### src/rtl/perf_pkg.sv
package perf_pkg;
  localparam int DATA_W   = 32;
  localparam int CYC_BIT  = 31;
  localparam int ADDR_SET = 0;
  localparam int ADDR_CLR = 1;
  localparam int ADDR_CTL = 2;
  localparam int EVT_BASE = 4;
  localparam int ADDR_CYC = 7;

  // Writable enable positions: cycle bit plus the low event bits.
  function automatic logic [DATA_W-1:0] live_mask(input int num_evt);
    logic [DATA_W-1:0] m;
    m = '0;
    m[CYC_BIT] = 1'b1;
    for (int i = 0; i < num_evt; i++) m[i] = 1'b1;
    return m;
  endfunction

  // Clear wins over set on a shared bit.
  function automatic logic [DATA_W-1:0] merge_enables(
    input logic [DATA_W-1:0] cur,
    input logic [DATA_W-1:0] ons,
    input logic [DATA_W-1:0] offs
  );
    return (cur | ons) & ~offs;
  endfunction
endpackage

### src/rtl/perf_en_reg.sv
module perf_en_reg
  import perf_pkg::*;
#(
  parameter int NUM_EVT = 3
) (
  input  logic              clk,
  input  logic              rst_n,
  input  logic              set_we,
  input  logic [DATA_W-1:0] set_data,
  input  logic              clr_we,
  input  logic [DATA_W-1:0] clr_data,
  input  logic              ctl_we,
  input  logic              ctl_bit,
  output logic [DATA_W-1:0] en_vec,
  output logic              glb_en,
  output logic [DATA_W-1:0] set_hits,
  output logic [DATA_W-1:0] clr_hits
);
  localparam logic [DATA_W-1:0] MASK = live_mask(NUM_EVT);

  assign set_hits = set_we ? (set_data & MASK) : '0;
  assign clr_hits = clr_we ? (clr_data & MASK) : '0;

  always_ff @(posedge clk) begin
    if (!rst_n) begin
      en_vec <= '0;
      glb_en <= 1'b0;
    end else begin
      en_vec <= merge_enables(en_vec, set_hits, clr_hits);
      if (ctl_we) glb_en <= ctl_bit;
    end
  end
endmodule

### src/rtl/perf_counter.sv
module perf_counter #(
  parameter int CNT_W = 32
) (
  input  logic             clk,
  input  logic             rst_n,
  input  logic             inc,
  output logic [CNT_W-1:0] count
);
  function automatic logic [CNT_W-1:0] step_wrap(input logic [CNT_W-1:0] v);
    return v + CNT_W'(1);
  endfunction

  always_ff @(posedge clk) begin
    if (!rst_n)   count <= '0;
    else if (inc) count <= step_wrap(count);
  end
endmodule

### src/rtl/perf_rd_mux.sv
module perf_rd_mux
  import perf_pkg::*;
#(
  parameter int NUM_EVT = 3,
  parameter int CNT_W   = 32,
  parameter int ADDR_W  = 3
) (
  input  logic [ADDR_W-1:0]        rd_addr,
  input  logic [DATA_W-1:0]        en_vec,
  input  logic                     glb_en,
  input  logic [NUM_EVT*CNT_W-1:0] evt_cnt,
  input  logic [CNT_W-1:0]         cyc_cnt,
  output logic [DATA_W-1:0]        rd_data
);
  localparam int PAD_W = CNT_W + DATA_W;

  logic [DATA_W-1:0] evt_word [NUM_EVT];
  logic [PAD_W-1:0]  cyc_pad;
  logic [DATA_W-1:0] cyc_word;

  for (genvar i = 0; i < NUM_EVT; i++) begin : g_ext
    logic [PAD_W-1:0] pad;
    assign pad         = {{DATA_W{1'b0}}, evt_cnt[i*CNT_W +: CNT_W]};
    assign evt_word[i] = pad[DATA_W-1:0];
  end

  assign cyc_pad  = {{DATA_W{1'b0}}, cyc_cnt};
  assign cyc_word = cyc_pad[DATA_W-1:0];

  always_comb begin
    rd_data = '0;
    if (int'(rd_addr) == ADDR_SET || int'(rd_addr) == ADDR_CLR) rd_data = en_vec;
    if (int'(rd_addr) == ADDR_CTL) rd_data = {{(DATA_W-1){1'b0}}, glb_en};
    if (int'(rd_addr) == ADDR_CYC) rd_data = cyc_word;
    for (int i = 0; i < NUM_EVT; i++)
      if (int'(rd_addr) == EVT_BASE + i) rd_data = evt_word[i];
  end
endmodule

### src/rtl/perf_enable_ctl.sv
module perf_enable_ctl
  import perf_pkg::*;
#(
  parameter int NUM_EVT = 3,
  parameter int CNT_W   = 32,
  parameter int ADDR_W  = 3
) (
  input  logic               clk,
  input  logic               rst_n,
  input  logic               set_we,
  input  logic [31:0]        set_data,
  input  logic               clr_we,
  input  logic [31:0]        clr_data,
  input  logic               ctl_we,
  input  logic [31:0]        ctl_data,
  input  logic [NUM_EVT-1:0] evt_strobe,
  input  logic [ADDR_W-1:0]  rd_addr,
  output logic [31:0]        rd_data
);
  logic [DATA_W-1:0]        en_vec;
  logic                     glb_en;
  logic [DATA_W-1:0]        set_hits;
  logic [DATA_W-1:0]        clr_hits;
  logic [NUM_EVT:0]         inc_vec;
  logic [NUM_EVT*CNT_W-1:0] evt_cnt;
  logic [CNT_W-1:0]         cyc_cnt;
  logic                     unused_ctl;

  assign unused_ctl = ^ctl_data[31:1];

  perf_en_reg #(.NUM_EVT(NUM_EVT)) u_en (
    .clk      (clk),
    .rst_n    (rst_n),
    .set_we   (set_we),
    .set_data (set_data),
    .clr_we   (clr_we),
    .clr_data (clr_data),
    .ctl_we   (ctl_we),
    .ctl_bit  (ctl_data[0]),
    .en_vec   (en_vec),
    .glb_en   (glb_en),
    .set_hits (set_hits),
    .clr_hits (clr_hits)
  );

  for (genvar i = 0; i < NUM_EVT; i++) begin : g_evt
    assign inc_vec[i] = en_vec[i] & glb_en & evt_strobe[i];
    perf_counter #(.CNT_W(CNT_W)) u_cnt (
      .clk   (clk),
      .rst_n (rst_n),
      .inc   (inc_vec[i]),
      .count (evt_cnt[i*CNT_W +: CNT_W])
    );
  end

  assign inc_vec[NUM_EVT] = en_vec[CYC_BIT] & glb_en;

  perf_counter #(.CNT_W(CNT_W)) u_cyc (
    .clk   (clk),
    .rst_n (rst_n),
    .inc   (inc_vec[NUM_EVT]),
    .count (cyc_cnt)
  );

  perf_rd_mux #(.NUM_EVT(NUM_EVT), .CNT_W(CNT_W), .ADDR_W(ADDR_W)) u_mux (
    .rd_addr (rd_addr),
    .en_vec  (en_vec),
    .glb_en  (glb_en),
    .evt_cnt (evt_cnt),
    .cyc_cnt (cyc_cnt),
    .rd_data (rd_data)
  );
endmodule

### config.mk
export PLATFORM = sky130hd
export DESIGN_NAME = perf_enable_ctl
export DESIGN_NICKNAME = d
export VERILOG_FILES = /design/src/rtl/perf_pkg.sv /design/src/rtl/perf_en_reg.sv /design/src/rtl/perf_counter.sv /design/src/rtl/perf_rd_mux.sv /design/src/rtl/perf_enable_ctl.sv
export SDC_FILE = /design/constraint.sdc
export NUM_CORES = 1
export LEC_CHECK = 0
export BUFFER_PORTS_ARGS = -buffer_cell sky130_fd_sc_hd__buf_2
export CORE_UTILIZATION = 30
export DETAILED_ROUTE_END_ITERATION = 8
export HOLD_SLACK_MARGIN = 0.15
export SYNTH_ARGS = -nofsm -noshare
export SYNTH_HDL_FRONTEND = slang
export SYNTH_SLANG_ARGS = --single-unit
### constraint.sdc
create_clock -name clk -period 3.8 [get_ports clk]
set_input_delay 0.76 -clock clk [delete_from_list [all_inputs] [get_ports clk]]
set_output_delay 0.76 -clock clk [all_outputs]
set_load 0.05 [all_outputs]
Yosys cells after proc, flatten, opt, wreduce, memory -nomap -nowiden
Index checks and enable logic that the tools add are counted.
- $add $sub $neg: 4
- multipliers: 0
- div/mod/pow operators: 0
- magnitude comparators: 0
- equal/unequal tests: 6
- shift operators: 0
- mux-type cells: 8
- bitwise logic cells: 10
- reductions and logical operators: 2
- operator list (operator ; count):
    2-to-1 mux 32 bit ; 8
    adder 32 x 1 -> 32 bit (second input constant) ; 4
    bitwise AND 32 bit ; 1
    NOT 32 bit ; 1
    bitwise OR 32 bit ; 1
    == test 3 bit (second input constant) ; 3
    bitwise AND 1 bit ; 7
    == test 3 x 2 -> 1 bit (second input constant) ; 2
    == test 3 x 1 -> 1 bit (second input constant) ; 1
    zero test 3 bit ; 1
    logical OR 1 bit ; 1
- bits in registers: 161
- bits in latches: 0
- bits in writable memories: 0
- memory bits (read-only): 0
- input bits: 107
- word-level logic and storage cells: 36
- memories kept: 0

Logic depth before layout (Yosys ltp)
- depth after elaboration: 8
- gate-level depth with buffers: 7

By module
From an unflattened synthesis, not the netlist that was laid out.
- cells, all modules: 979
- area, all modules: 8209.1 um^2
- by module, submodules not included (module ; times used ; cells an instance ; area each (um^2) ; sequential area each (um^2)):
    perf_counter ; 4 ; 176 ; 1562.7 ; 640.6
    perf_rd_mux ; 1 ; 162 ; 1056.0 ; 0.0
    perf_en_reg ; 1 ; 109 ; 875.8 ; 100.1
    perf_enable_ctl ; 1 ; 4 ; 26.3 ; 0.0

Worst setup path before layout
Ideal clock, no wire load.
- path type: in2out
- start point: in rd_addr[0]
- end point: out rd_data[1]
- data arrival time: 2.775 ns
- required time: 3.040 ns
- path slack: 0.265 ns
- stages: 4
- buffers on the path: 2
- cell sequence: clkbuf_1 buf_1 a221oi_1 o32ai_1
- longest elaborated chain between the ends: 8
- elaborated cells on any way between the ends: 14
- classes of those cells: eq/ne (6); mux (6); reduce/logical (2)
- RTL lines (item ; line ; text):
    start, declared ; perf_enable_ctl.sv:17 ; input logic [ADDR_W-1:0] rd_addr,
    == test 3 x 2 -> 1 bit / zero test 3 bit (equally long branches) ; perf_rd_mux.sv:32 ; if (int'(rd_addr) == ADDR_SET || int'(rd_addr) == ADDR_CLR) rd_data = en_vec;
    logical OR 1 bit ; perf_rd_mux.sv:32 ;
    2-to-1 mux 32 bit ; perf_rd_mux.sv:32 ;
    2-to-1 mux 32 bit ; perf_rd_mux.sv:33 ; if (int'(rd_addr) == ADDR_CTL) rd_data = {{(DATA_W-1){1'b0}}, glb_en};
    2-to-1 mux 32 bit ; perf_rd_mux.sv:34 ; if (int'(rd_addr) == ADDR_CYC) rd_data = cyc_word;
    2-to-1 mux 32 bit (2 in series) ; perf_rd_mux.sv:36 ; if (int'(rd_addr) == EVT_BASE + i) rd_data = evt_word[i];
    2-to-1 mux 32 bit * ; perf_rd_mux.sv:36 ;
    end, declared ; perf_enable_ctl.sv:18 ; output logic [31:0] rd_data
Mark *: on every way between the ends. The rest lies on a longest branch, timed or not.

Final worst setup path
- start point: in rd_addr[0]
- end point: out rd_data[30]
Same word-level chain as after synthesis.

==> results.md <==
- Seq/Total Area, Yosys: 0.370
- Hpwl dp: 13100 um
- Kind of critical path: primary input to primary output
- Finished Layout Cells: 1163
- Die area: 0.0246 mm^2
- Pwr dens: 398 mW/mm^2
- Initial antenna violation count: 0
- Clock sink count: 133
- Register bit total from synthesis: 133
- Maximum vdd drop: 0.311 mV
- Vias in the first global route: 5541
- Clk Latency, worst-skew pair: 420 ps
- Final slew viol count: 0
- DR pass1 iterations: 5
- Cell area after layout: 0.00835 mm^2
- EDFF count, synth: 0
- Congestion Overflow GR: 0
- Area after DPL: 0.00770 mm^2
- Antenna cells: 0
- Max_cap viols: 0
- Reg clk slew, reported paths: 60 ps
- FFs w/ async S/R, synth: 0
- Hold Crit Class: flip-flop to flip-flop
- Slew @ Worst Pin: 831 ps
- Main synth FF type: dfxtp_1
- Synthesized area: 0.00719 mm^2
- Most frequent cells in the layout: dfxtp_1, a21oi_1, buf_2, or4_1, nand2_1
- Ys Warns: 0
- Final setup vio count: 0
- Final period util: 0.775
- Fmax: 0.339 GHz
- Post-route DRC: 0
- Routability cong.: 0.786
- Unrepaired setup endpoints after global routing: false
- Status: finished, final reports clean
- Synthesis-to-finish area growth: 16.1%
- Startpoint types: primary input
- Top Ports: 139
- Final setup margin: 854 ps
- Total Routing Usage GR: 0.156
- Die height: 157 um
- Final Hold Fails: 0
- Minimum clock period: 2950 ps
- Critical Path Sink Type: primary output
- Skew final: 8.37 ps
- IO buf count: 51
- Final core occ: 0.356
- Post-Route WL: 18700 um
- Detail Route Antenna Nets: 0
- Max clock buf depth: 2
- Max FO, Critical Path: 25
- Synth Instances: 811
- Most common cell after layout, fill and taps aside: dfxtp_1
- Fin Setup TNS: 0 ps
- H-tree levels: 4
- First-pass GRT wire length: 29900 um
- Fin nets: 942
- CTS tree: built
- Setup Fix Bufs, Post-CTS: 0
- # hold bufs at CTS: 0
- Placed insts: 1131
- # rows: 56
- Fraction of layout cells with a size suffix above 1: 0.145
- Slew HR: 0.444
- Wire per inst: 16.1 um
- Via density: 5.50
- Post-cts resize count: 0
- Chip Width: 157 um
- Library cells used by synthesis: 42
- Pleak: 0.00272 uW
- WP data arrival: 2190 ps
- Core Area: 0.0235 mm^2
- Mean Syn Cell Area: 8.87 um^2
- Starting density of the core: 0.306
- Clock root cell: clkbuf_16
- TritonCTS buffer count: 17
- Post-place setup slack: 851 ps
- Syn nets: 922
- Worst path required time: 3040 ps
- Via count: 6396
- Iter 0 DRT Violations: 504
- Largest net degree at the start of global routing: 79
==> cells in the mapped netlist (5+ instances only) <==
library cell,count,share of area
mux4_2,28,0.088
or4_1,49,0.051
xnor2_1,12,0.015
nand2_1,47,0.025
o31ai_1,46,0.048
and3_1,15,0.013
and2_1,32,0.028
clkbuf_1,45,0.023
nand3_1,38,0.026
mux2i_1,14,0.019
nor2_1,45,0.023
buf_2,7,0.0049
or3_1,29,0.025
nand4_1,37,0.032
inv_1,17,0.0089
nand2b_1,12,0.010
o21ai_0,29,0.020
nor4_1,7,0.0061
dfxtp_1,133,0.37
a21oi_1,80,0.056
xor2_1,25,0.030
buf_1,5,0.0026
and4_1,20,0.024
==> cell type report <==
cell class              count  area [um^2]
fillers                  2367        15100
inverters                  17         65.1
flip-flops and latches    133         2660
multi-input cells         603         4230
clock buffers              19          443
well taps                 319          399
clock inverters            13          205
repair buffers             59          340
==> worst paths after layout <==
check,slack [ps],from,to,cells after the start
setup / recovery,850,rd_addr[0],rd_data[30],5
hold / removal,490,u_cyc.count[31],u_cyc.count[31],2
setup reg to reg,1280,u_en.glb_en,g_evt[0].u_cnt.count[22],4
hold reg to reg,490,u_cyc.count[31],u_cyc.count[31],2
==> per-layer routing <==
metal | track usage | wire, um | vias up
met5 | 0 | 0 | -
met4 | 0.0640 | 345 | 0
met3 | 0.0288 | 834 | 21
met2 | 0.241 | 8790 | 128
met1 | 0.213 | 8770 | 3112
li1 | - | - | 3135
==> registers in the layout, indices dropped and copies added (netlist names) <==
name / count
u_en.glb_en: 1
u_en.en_vec: 4
u_cyc.count: 32
g_evt.u_cnt.count: 96
==> through the flow <==
stage / hold WS, ps / power [uW]
2_1_floorplan: 443 / 1510
3_3_place_gp: 470 / 1540
3_5_place_dp: 482 / 1540
4_1_cts: 490 / 3360
5_1_grt: 499 / 3430
6_report: 492 / 3320
==> cell families (layout without fill, tap and decap cells) <==
group / Yosys count / after routing / share of synthesized area
AND/OR/NAND/NOR: 340 / 340 / 0.274
buffers and inverters: 75 / 108 / 0.0414
multiplexers: 43 / 43 / 0.111
adder cells (fa/ha/maj): 4 / 4 / 0.00696
XOR/XNOR: 37 / 37 / 0.0451
flip-flops: 133 / 133 / 0.370
AO/OA/AOI/OAI: 179 / 179 / 0.151
==> power by group <==
part | leakage [uW] | switching, uW | internal (uW)
clock | 0.000309 | 635 | 1180
combinational | 0.00134 | 69.9 | 35.8
sequential | 0.00107 | 5.60 | 1400
==> worst max-delay path: stages <==
cell and delay (ps):
buf_2 460, buf_4 270, mux4_2 310, and2_1 170, buf_2 200
Note: power is estimated with default switching activity, not from simulation.
